[src/rtl/trig_pkg.sv]
package trig_pkg;

    localparam int CH_N  = 16;
    localparam int IDX_W = $clog2(CH_N);

    typedef logic [CH_N-1:0]  word_t;
    typedef logic [IDX_W-1:0] idx_t;

    typedef enum logic {
        EDGE_RISE = 1'b0,
        EDGE_FALL = 1'b1
    } edge_pol_e;

    typedef enum logic {
        ST_IDLE  = 1'b0,
        ST_ARMED = 1'b1
    } arm_state_e;

    typedef struct packed {
        word_t     lvl_en;
        word_t     lvl_val;
        logic      edg_en;
        idx_t      edg_ch;
        edge_pol_e edg_pol;
    } trig_cfg_t;

    // Transition test for one bit pair (old -> new) under a polarity.
    function automatic logic edge_seen(input logic old_b, input logic new_b,
                                       input edge_pol_e pol);
        logic hit;
        if (pol == EDGE_FALL) hit = old_b & ~new_b;
        else                  hit = ~old_b & new_b;
        return hit;
    endfunction

    // One channel passes its level test when unmasked or equal to the target.
    function automatic logic level_bit_ok(input logic en, input logic want,
                                          input logic got);
        return ~en | ~(want ^ got);
    endfunction

endpackage

[src/rtl/trig_level_match.sv]
module trig_level_match #(
    parameter int CH_N = trig_pkg::CH_N
) (
    input  logic [CH_N-1:0] smp_i,
    input  logic [CH_N-1:0] en_i,
    input  logic [CH_N-1:0] val_i,
    output logic            pass_o
);
    import trig_pkg::*;

    logic [CH_N-1:0] ch_ok;

    for (genvar g = 0; g < CH_N; g++) begin : g_ch
        assign ch_ok[g] = level_bit_ok(en_i[g], val_i[g], smp_i[g]);
    end

    assign pass_o = &ch_ok;

endmodule

[src/rtl/trig_edge_detect.sv]
module trig_edge_detect #(
    parameter int CH_N  = trig_pkg::CH_N,
    localparam int IDX_W = $clog2(CH_N)
) (
    input  logic             clk,
    input  logic             rst,
    input  logic             load_i,
    input  logic [CH_N-1:0]  smp_i,
    input  logic             en_i,
    input  logic [IDX_W-1:0] ch_i,
    input  trig_pkg::edge_pol_e pol_i,
    output logic             pass_o
);
    import trig_pkg::*;

    logic [CH_N-1:0] prev_q;
    logic            old_bit;
    logic            new_bit;

    // Previous sample: refreshed whenever arming or armed, so the first
    // comparison after arming always uses the arming-cycle sample.
    always_ff @(posedge clk) begin
        if (rst)         prev_q <= '0;
        else if (load_i) prev_q <= smp_i;
    end

    assign old_bit = prev_q[ch_i];
    assign new_bit = smp_i[ch_i];
    assign pass_o  = ~en_i | edge_seen(old_bit, new_bit, pol_i);

endmodule

[src/rtl/trig_arm_ctrl.sv]
module trig_arm_ctrl (
    input  logic clk,
    input  logic rst,
    input  logic arm_i,
    input  logic clr_i,
    input  logic hit_i,
    output logic load_o,
    output logic armed_o,
    output logic trig_o
);
    import trig_pkg::*;

    arm_state_e st_q, st_d;
    logic       trig_d;
    logic       eval;

    // A sample is judged only while armed and neither clear nor re-arm.
    assign eval = (st_q == ST_ARMED) & ~arm_i & ~clr_i;

    always_comb begin
        st_d   = st_q;
        trig_d = 1'b0;
        if (clr_i) begin
            st_d = ST_IDLE;
        end else if (arm_i) begin
            st_d = ST_ARMED;
        end else if (eval && hit_i) begin
            st_d   = ST_IDLE;
            trig_d = 1'b1;
        end
    end

    always_ff @(posedge clk) begin
        if (rst) begin
            st_q   <= ST_IDLE;
            trig_o <= 1'b0;
        end else begin
            st_q   <= st_d;
            trig_o <= trig_d;
        end
    end

    assign load_o  = arm_i | (st_q == ST_ARMED);
    assign armed_o = (st_q == ST_ARMED);

endmodule

[src/rtl/trig_lvl_edge.sv]
module trig_lvl_edge #(
    parameter int CH_N  = trig_pkg::CH_N,
    localparam int IDX_W = $clog2(CH_N)
) (
    input  logic             clk,
    input  logic             rst,
    input  logic [CH_N-1:0]  smp_i,
    input  logic [CH_N-1:0]  lvl_en_i,
    input  logic [CH_N-1:0]  lvl_val_i,
    input  logic             edg_en_i,
    input  logic [IDX_W-1:0] edg_ch_i,
    input  logic             edg_fall_i,
    input  logic             arm_i,
    input  logic             clr_i,
    output logic             armed_o,
    output logic             trig_o
);
    import trig_pkg::*;

    edge_pol_e pol;
    logic      lvl_pass;
    logic      edg_pass;
    logic      load;

    assign pol = edg_fall_i ? EDGE_FALL : EDGE_RISE;

    trig_level_match #(.CH_N(CH_N)) u_lvl (
        .smp_i  (smp_i),
        .en_i   (lvl_en_i),
        .val_i  (lvl_val_i),
        .pass_o (lvl_pass)
    );

    trig_edge_detect #(.CH_N(CH_N)) u_edg (
        .clk    (clk),
        .rst    (rst),
        .load_i (load),
        .smp_i  (smp_i),
        .en_i   (edg_en_i),
        .ch_i   (edg_ch_i),
        .pol_i  (pol),
        .pass_o (edg_pass)
    );

    trig_arm_ctrl u_ctl (
        .clk     (clk),
        .rst     (rst),
        .arm_i   (arm_i),
        .clr_i   (clr_i),
        .hit_i   (lvl_pass & edg_pass),
        .load_o  (load),
        .armed_o (armed_o),
        .trig_o  (trig_o)
    );

endmodule

[config.mk]
export PLATFORM = sky130hd
export DESIGN_NAME = trig_lvl_edge
export DESIGN_NICKNAME = d
export VERILOG_FILES = /design/src/rtl/trig_pkg.sv /design/src/rtl/trig_level_match.sv /design/src/rtl/trig_edge_detect.sv /design/src/rtl/trig_arm_ctrl.sv /design/src/rtl/trig_lvl_edge.sv
export SDC_FILE = /design/constraint.sdc
export NUM_CORES = 1
export LEC_CHECK = 0
export BUFFER_PORTS_ARGS = -buffer_cell sky130_fd_sc_hd__clkbuf_2
export CAP_MARGIN = 25
export CORE_AREA = 2 2 56 58
export CTS_CLUSTER_SIZE = 16
export DETAILED_ROUTE_END_ITERATION = 6
export DIE_AREA = 0 0 58 60
export GPL_TIMING_DRIVEN = 0
export PLACE_DENSITY_LB_ADDON = 0.2
export SYNTH_ARGS = -nofsm -noshare
export SYNTH_HDL_FRONTEND = slang
export SYNTH_SLANG_ARGS = --single-unit
[constraint.sdc]
create_clock -name clk -period 1.8 [get_ports clk]
set_input_delay 0.27 -clock clk [delete_from_list [all_inputs] [get_ports clk]]
set_output_delay 0.27 -clock clk [all_outputs]
set_load 0.02 [all_outputs]
==> flow_metrics.py, run 1 <==
metrics = {
    "sta": {
        "hold_violations": 0,
        "relSlewSlack": 0.6390,
        "drv_slew": 0,
        "period_share": 0.9566,
        "fin_crit_ns": 1.722,
        "worst_pin_slew_ns": 0.5394,
        "rsz0062_at_grt": "false",
        "setup-violations-final": 0,
        "clock_skew_ns": 0.01158,
        "fmax_mhz": 580.7,
    },
    "global_route": {
        "grt_max_degree": 11,
        "grt.total_usage": 0.2217,
        "antenna_found_initial": 0,
        "grt.overflow.total": 0,
        "grt_pass1_wl_um": 5837,
        "grt_pass1_vias": 1338,
    },
    "layout": {
        "fin_util": 0.5659,
        "final_area_mm2": 0.001643,
        "n_fill_cell": 290,
        "drive_gt1_frac": 0.3474,
        "n_antenna_cell": 0,
        "final_cell_mix": "clkbuf_2, nand2_1, a21oi_1",
        "syn2layout_area_growth_pct": 27.35,
        "layout_commonest_cell": "clkbuf_2",
        "nets": 272,
    },
    "synth": {
        "netlist_area_mm2": 0.001290,
        "ys.flop_type": "dfxtp_1",
        "synth-async-reset-ratio": 0,
        "syn_avg_cell_area_um2": 8.377,
        "synth_fp_nets": 212,
        "synth_warnings": 0,
        "synth_edf_count": 0,
        "synth_cell_type_count": 32,
        "synth-seq-cells": 18,
        "yosysSeqAreaShare": 0.2793,
        "netlist_instances": 154,
    },
    "worst_setup_path": {
        "r2r-start": "u_ctl.armed_o$_SDFFE_PP0P_",
        "crit_fanout": 4,
        "reg2reg_depth": 5,
        "end_kind": "flop",
        "startpoint_type": "flop",
        "r2r-end": "u_ctl.trig_o$_SDFF_PP0_",
        "worstPathRequired_ns": 2.02,
        "r2r_slack_ns": 0.08,
        "crit_type": "flop to flop",
        "crit_arrival_ns": 1.95,
    },
    "min_path": {
        "hp-start": "smp_i[0]",
        "hold_depth": 3,
        "hp-class": "input pin to flop",
        "hold-path-endpoint": "u_edg.prev_q[0]$_SDFFE_PP0P_",
    },
    "placement": {
        "placed_area_mm2": 0.001607,
        "dpl.hpwl_um": 3009,
        "place_congestion": 0.8241,
        "io_buffers": 55,
    },
    "floorplan": {
        "dieHeight_um": 60,
        "initial_utilization": 0.4444,
        "ios": 60,
        "die_w_um": 58,
        "die_area_mm2": 0.003480,
        "placementRows": 20,
        "core_mm2": 0.002903,
    },
    "clocking": {
        "cts-htree-levels": 1,
        "clock_sinks": 18,
        "postCtsHoldBufs": 0,
        "postCtsSetupBuffers": 0,
        "cts.path.max_buffers": 2,
        "tritoncts": "yes",
        "path_clk_slew_ns": 0.11,
        "root_buffer": "clkbuf_4",
        "cts_buffers": 3,
        "clk_latency_ns": 0.30,
    },
    "routing": {
        "num_vias": 1375,
        "first_iter_violations": 82,
        "wl_per_cell_um": 14.56,
        "viasPerCell": 5.589,
        "drc": 0,
        "ant_nets": 0,
        "totalWireLength_um": 3582,
        "drt_first_pass_iters": 4,
    },
    "power_and_ir_drop": {
        "powerDensity_mw_per_mm2": 608.7,
        "p_leak_nw": 0.7536,
        "ir_drop_mv": 0.5019,
    },
    "outcome": {
        "status": "completed",
    },
    "job": {
        "cap_violations": 0,
    },
}
## worst max-delay path, cell delays in order, from the launching register on
cell	delay, ns
dfxtp_1	0.38
or3b_1	0.40
a21oi_1	0.14
nand3_1	0.08
or4_1	0.43
nor4b_2	0.22
## cell families (layout without fill, tap and decap cells)
group | count (synthesis) | in the layout | synth area share
flip-flops | 18 | 18 | 0.2793
multiplexers | 9 | 9 | 0.1436
buffers and inverters | 8 | 67 | 0.03297
XOR/XNOR | 16 | 16 | 0.1086
AO/OA/AOI/OAI | 37 | 37 | 0.1988
AND/OR/NAND/NOR | 66 | 66 | 0.2367
## report_power, final
group / total [W] / switching (W) / internal, W
Clock: 0.000253 / 0.000129 / 0.000123
Combinational: 0.000310 / 0.000162 / 0.000148
Sequential: 0.000437 / 0.0000126 / 0.000424
Total: 0.00100 / 0.000304 / 0.000696
## worst max path at each step
stage,from,endpoint,slack (ns),depth (start not counted)
after detailed placement,edg_ch_i[0],u_ctl.armed_o$_SDFFE_PP0P_,-0.02,6
after global routing,u_ctl.armed_o$_SDFFE_PP0P_,u_ctl.trig_o$_SDFF_PP0_,0.01,5
after CTS,u_ctl.armed_o$_SDFFE_PP0P_,u_ctl.trig_o$_SDFF_PP0_,0.1,5
after global placement,edg_ch_i[0],u_ctl.armed_o$_SDFFE_PP0P_,0.01,6
after floorplan,edg_ch_i[0],u_ctl.armed_o$_SDFFE_PP0P_,0.1,6
final,u_ctl.armed_o$_SDFFE_PP0P_,u_ctl.trig_o$_SDFF_PP0_,0.08,5
## per-layer routing
metal | vias up | wire, µm | GRT usage
met5 | - | 0 | 0
met4 | 0 | 38 | 0.07309
met3 | 6 | 245 | 0.03680
met2 | 55 | 1911 | 0.4058
met1 | 642 | 1387 | 0.2627
li1 | 672 | - | -
## flip-flops by register name, summed over array words and instances (netlist names)
signal	flops
u_edg.prev_q	16
u_ctl.trig_o	1
u_ctl.armed_o	1
## final cells by class
type	count	area (µm²)	share of cell area
plain buffers	8	42.54	0.02589
multi-input cells	128	887.1	0.5400
flip-flops and latches	18	360.3	0.2193
repair buffers	55	275.3	0.1676
well taps	33	41.29	0.02513
clock buffers	4	36.28	0.02209
## metrics by stage
step	TNS, ns	hold WS [ns]	setup WS, ns	power (W)	std cells
floorplan	0	0.4105	0.09758	0.0006307	154
global placement	0	0.4356	0.01118	0.0007446	242
detailed placement	-0.02302	0.4441	-0.02233	0.0007546	242
CTS	0	0.2281	0.09896	0.001007	246
global route	0	0.2280	0.01270	0.001066	246
finish	0	0.2335	0.07807	0.001000	246
## synthesized netlist by cell type, drive strengths merged, types with 2 or more instances
library cell  number  area, µm²
or2                2      15.02
buf                4      27.52
clkbuf             4      15.01
a22o               2      17.52
dfxtp             18      360.4
mux4               7      165.2
mux2i              2      20.02
o21ai              2      10.01
nand3              4      20.02
nand2b             3      18.77
a21oi             20      103.9
nor2b              2      12.51
a22oi              8      60.06
xor2              16      140.1
nand4              3      18.77
nor2               4      15.01
nand2             43      161.4
nor4               2      12.51
## repair_timing
action,CTS,global route
endpoints found under the hold margin,0,0
endpoints found under the setup margin,0,1
resized for setup,0,1
Power figures use the tool's default switching activity.
==> run 2: changes to the inputs <==
Settings changed: PLACE_DENSITY set to 0.78, PLACE_DENSITY_LB_ADDON 0.2 to not set.
==> run 2 against run 1 <==
Sequential share of layout area unchanged. Non-clock buffer count did not move. Final cell count did not move. Combinational power hardly changed. Routed wire length shrank 0.47%. Fmax up 3.1%. Worst hold slack lost 0.014 ns. Die area unchanged. First-iteration DRC count up 4.9%. Critical path depth unchanged. Sequential cell count is the same. Highest routed layer unchanged.
==> flow_metrics.py, run 2 (synthesized netlist as in run 1, its figures left out) <==
metrics = {
    "routing": {
        "wl_per_cell_um": 14.49,
        "first_iter_violations": 86,
        "totalWireLength_um": 3565,
        "drt_first_pass_iters": 4,
        "num_vias": 1354,
        "drc": 0,
        "ant_nets": 0,
        "viasPerCell": 5.504,
    },
    "layout": {
        "fin_util": 0.5659,
        "fin_cells": 246,
        "multi_input_area_um2": 887.1,
        "layout_commonest_cell": "clkbuf_2",
        "n_fill_cell": 296,
        "seq_area_um2": 360.3,
        "n_antenna_cell": 0,
        "top_register": "u_edg.prev_q",
        "nets": 272,
        "syn2layout_area_growth_pct": 27.35,
        "final_cell_mix": "clkbuf_2, nand2_1, a21oi_1",
        "largest_register_ffs": 16,
        "drive_gt1_frac": 0.3474,
    },
    "global_route": {
        "grt.overflow.total": 0,
        "grt_pass1_vias": 1376,
        "grt.total_usage": 0.2273,
        "grt_pass1_wl_um": 6003,
        "grt-busiest-layer": "met2",
        "met2_usage": 0.3782,
        "use_met1": 0.2951,
        "grt_use_met3": 0.04762,
        "grt_max_degree": 11,
        "antenna_found_initial": 0,
    },
    "worst_setup_path": {
        "crit_arrival_ns": 1.90,
        "r2r_slack_ns": 0.13,
        "timing.critical_path.to": "u_ctl.trig_o$_SDFF_PP0_",
        "startpoint_type": "flop",
        "crit_fanout": 4,
        "r2r-end": "u_ctl.trig_o$_SDFF_PP0_",
        "reg2reg_depth": 5,
        "crit_type": "flop to flop",
        "worstPathRequired_ns": 2.03,
        "r2r-start": "u_ctl.armed_o$_SDFFE_PP0P_",
        "worstSetupStartpoint": "u_ctl.armed_o$_SDFFE_PP0P_",
        "end_kind": "flop",
    },
    "floorplan": {
        "dieHeight_um": 60,
        "placementRows": 20,
        "core_mm2": 0.002903,
        "die_w_um": 58,
        "die_area_mm2": 0.003480,
        "ios": 60,
        "initial_utilization": 0.4444,
    },
    "sta": {
        "fmax_mhz": 598.7,
        "hold_violations": 0,
        "drv_slew": 0,
        "period_share": 0.9280,
        "clock_skew_ns": 0.007344,
        "worst_slack_ns": 0.1297,
        "relSlewSlack": 0.6042,
        "holdWs_ns": 0.2194,
        "fin_crit_ns": 1.670,
        "worst_pin_slew_ns": 0.5915,
        "setup-violations-final": 0,
        "rsz0062_at_grt": "false",
        "setup_tns_ns": 0,
    },
    "power_and_ir_drop": {
        "ir_drop_mv": 0.6858,
        "p_leak_nw": 0.7535,
        "powerDensity_mw_per_mm2": 616.1,
    },
    "min_path": {
        "hp-class": "input pin to flop",
    },
    "clocking": {
        "postCtsSetupBuffers": 0,
        "root_buffer": "clkbuf_4",
        "clock_sinks": 18,
        "tritoncts": "yes",
        "path_clk_slew_ns": 0.12,
        "postCtsHoldBufs": 0,
        "cts.path.max_buffers": 2,
        "cts_resized": 0,
        "clk_latency_ns": 0.30,
        "cts-htree-levels": 1,
        "cts_buffers": 3,
    },
    "placement": {
        "io_buffers": 55,
        "place_congestion": 0.9088,
        "dpl.hpwl_um": 2930,
        "dp_slack_ns": -0.003967,
        "dp_cells": 242,
    },
    "job": {
        "cap_violations": 0,
    },
    "outcome": {
        "status": "completed",
    },
}
==> run 2: cell types whose count changed in the layout (fill, tap and decap cells not counted) <==
cell      before  now
o311ai_0       0    1
o311ai_1       1    0
==> run 2: worst min-delay path by stage <==
stage	endpoint	cells past startpoint	start	slack (ns)
detailed placement	u_edg.prev_q[12]$_SDFFE_PP0P_	2	u_edg.prev_q[12]$_SDFFE_PP0P_	0.44
floorplan	u_edg.prev_q[0]$_SDFFE_PP0P_	2	smp_i[0]	0.41
finish	u_edg.prev_q[13]$_SDFFE_PP0P_	3	smp_i[13]	0.22
CTS	u_edg.prev_q[13]$_SDFFE_PP0P_	3	smp_i[13]	0.22
global route	u_edg.prev_q[8]$_SDFFE_PP0P_	3	smp_i[8]	0.23
global placement	u_edg.prev_q[5]$_SDFFE_PP0P_	2	u_edg.prev_q[5]$_SDFFE_PP0P_	0.44
==> run 2: where the power goes <==
group | internal (W) | total [W] | switching, W
combinational | 0.000148 | 0.000310 | 0.000163
sequential | 0.000425 | 0.000438 | 0.0000131
clock | 0.000123 | 0.000264 | 0.000141
total | 0.000696 | 0.00101 | 0.000316
==> run 2: cell type report <==
type | instances | share of cell area
Clock buffer | 4 | 0.02209
Sequential cell | 18 | 0.2193
Timing Repair Buffer | 55 | 0.1676
Tap cell | 33 | 0.02513
Buffer | 8 | 0.02589
Multi-Input combinational cell | 128 | 0.5400
==> run 2: per-stage QoR <==
stage	power [W]	area (µm²)
after floorplan	0.0006307	1290
final	0.001012	1643
after global placement	0.0007483	1607
after CTS	0.001014	1643
after detailed placement	0.0007550	1607
after global routing	0.001073	1643
==> run 2: per-layer routing <==
metal  vias up  wire (µm)  share of wire
li1        674          -              -
met4         0         61          0.017
met5         -          0              0
met3         8        245          0.069
met1       619       1533           0.43
met2        53       1725           0.48
==> run 2: critical path: stages, from the launching register on <==
cell     delay, ns
dfxtp_1       0.37
or3b_1        0.39
a21oi_1       0.14
nand3_1       0.07
or4_1         0.42
nor4b_2       0.21
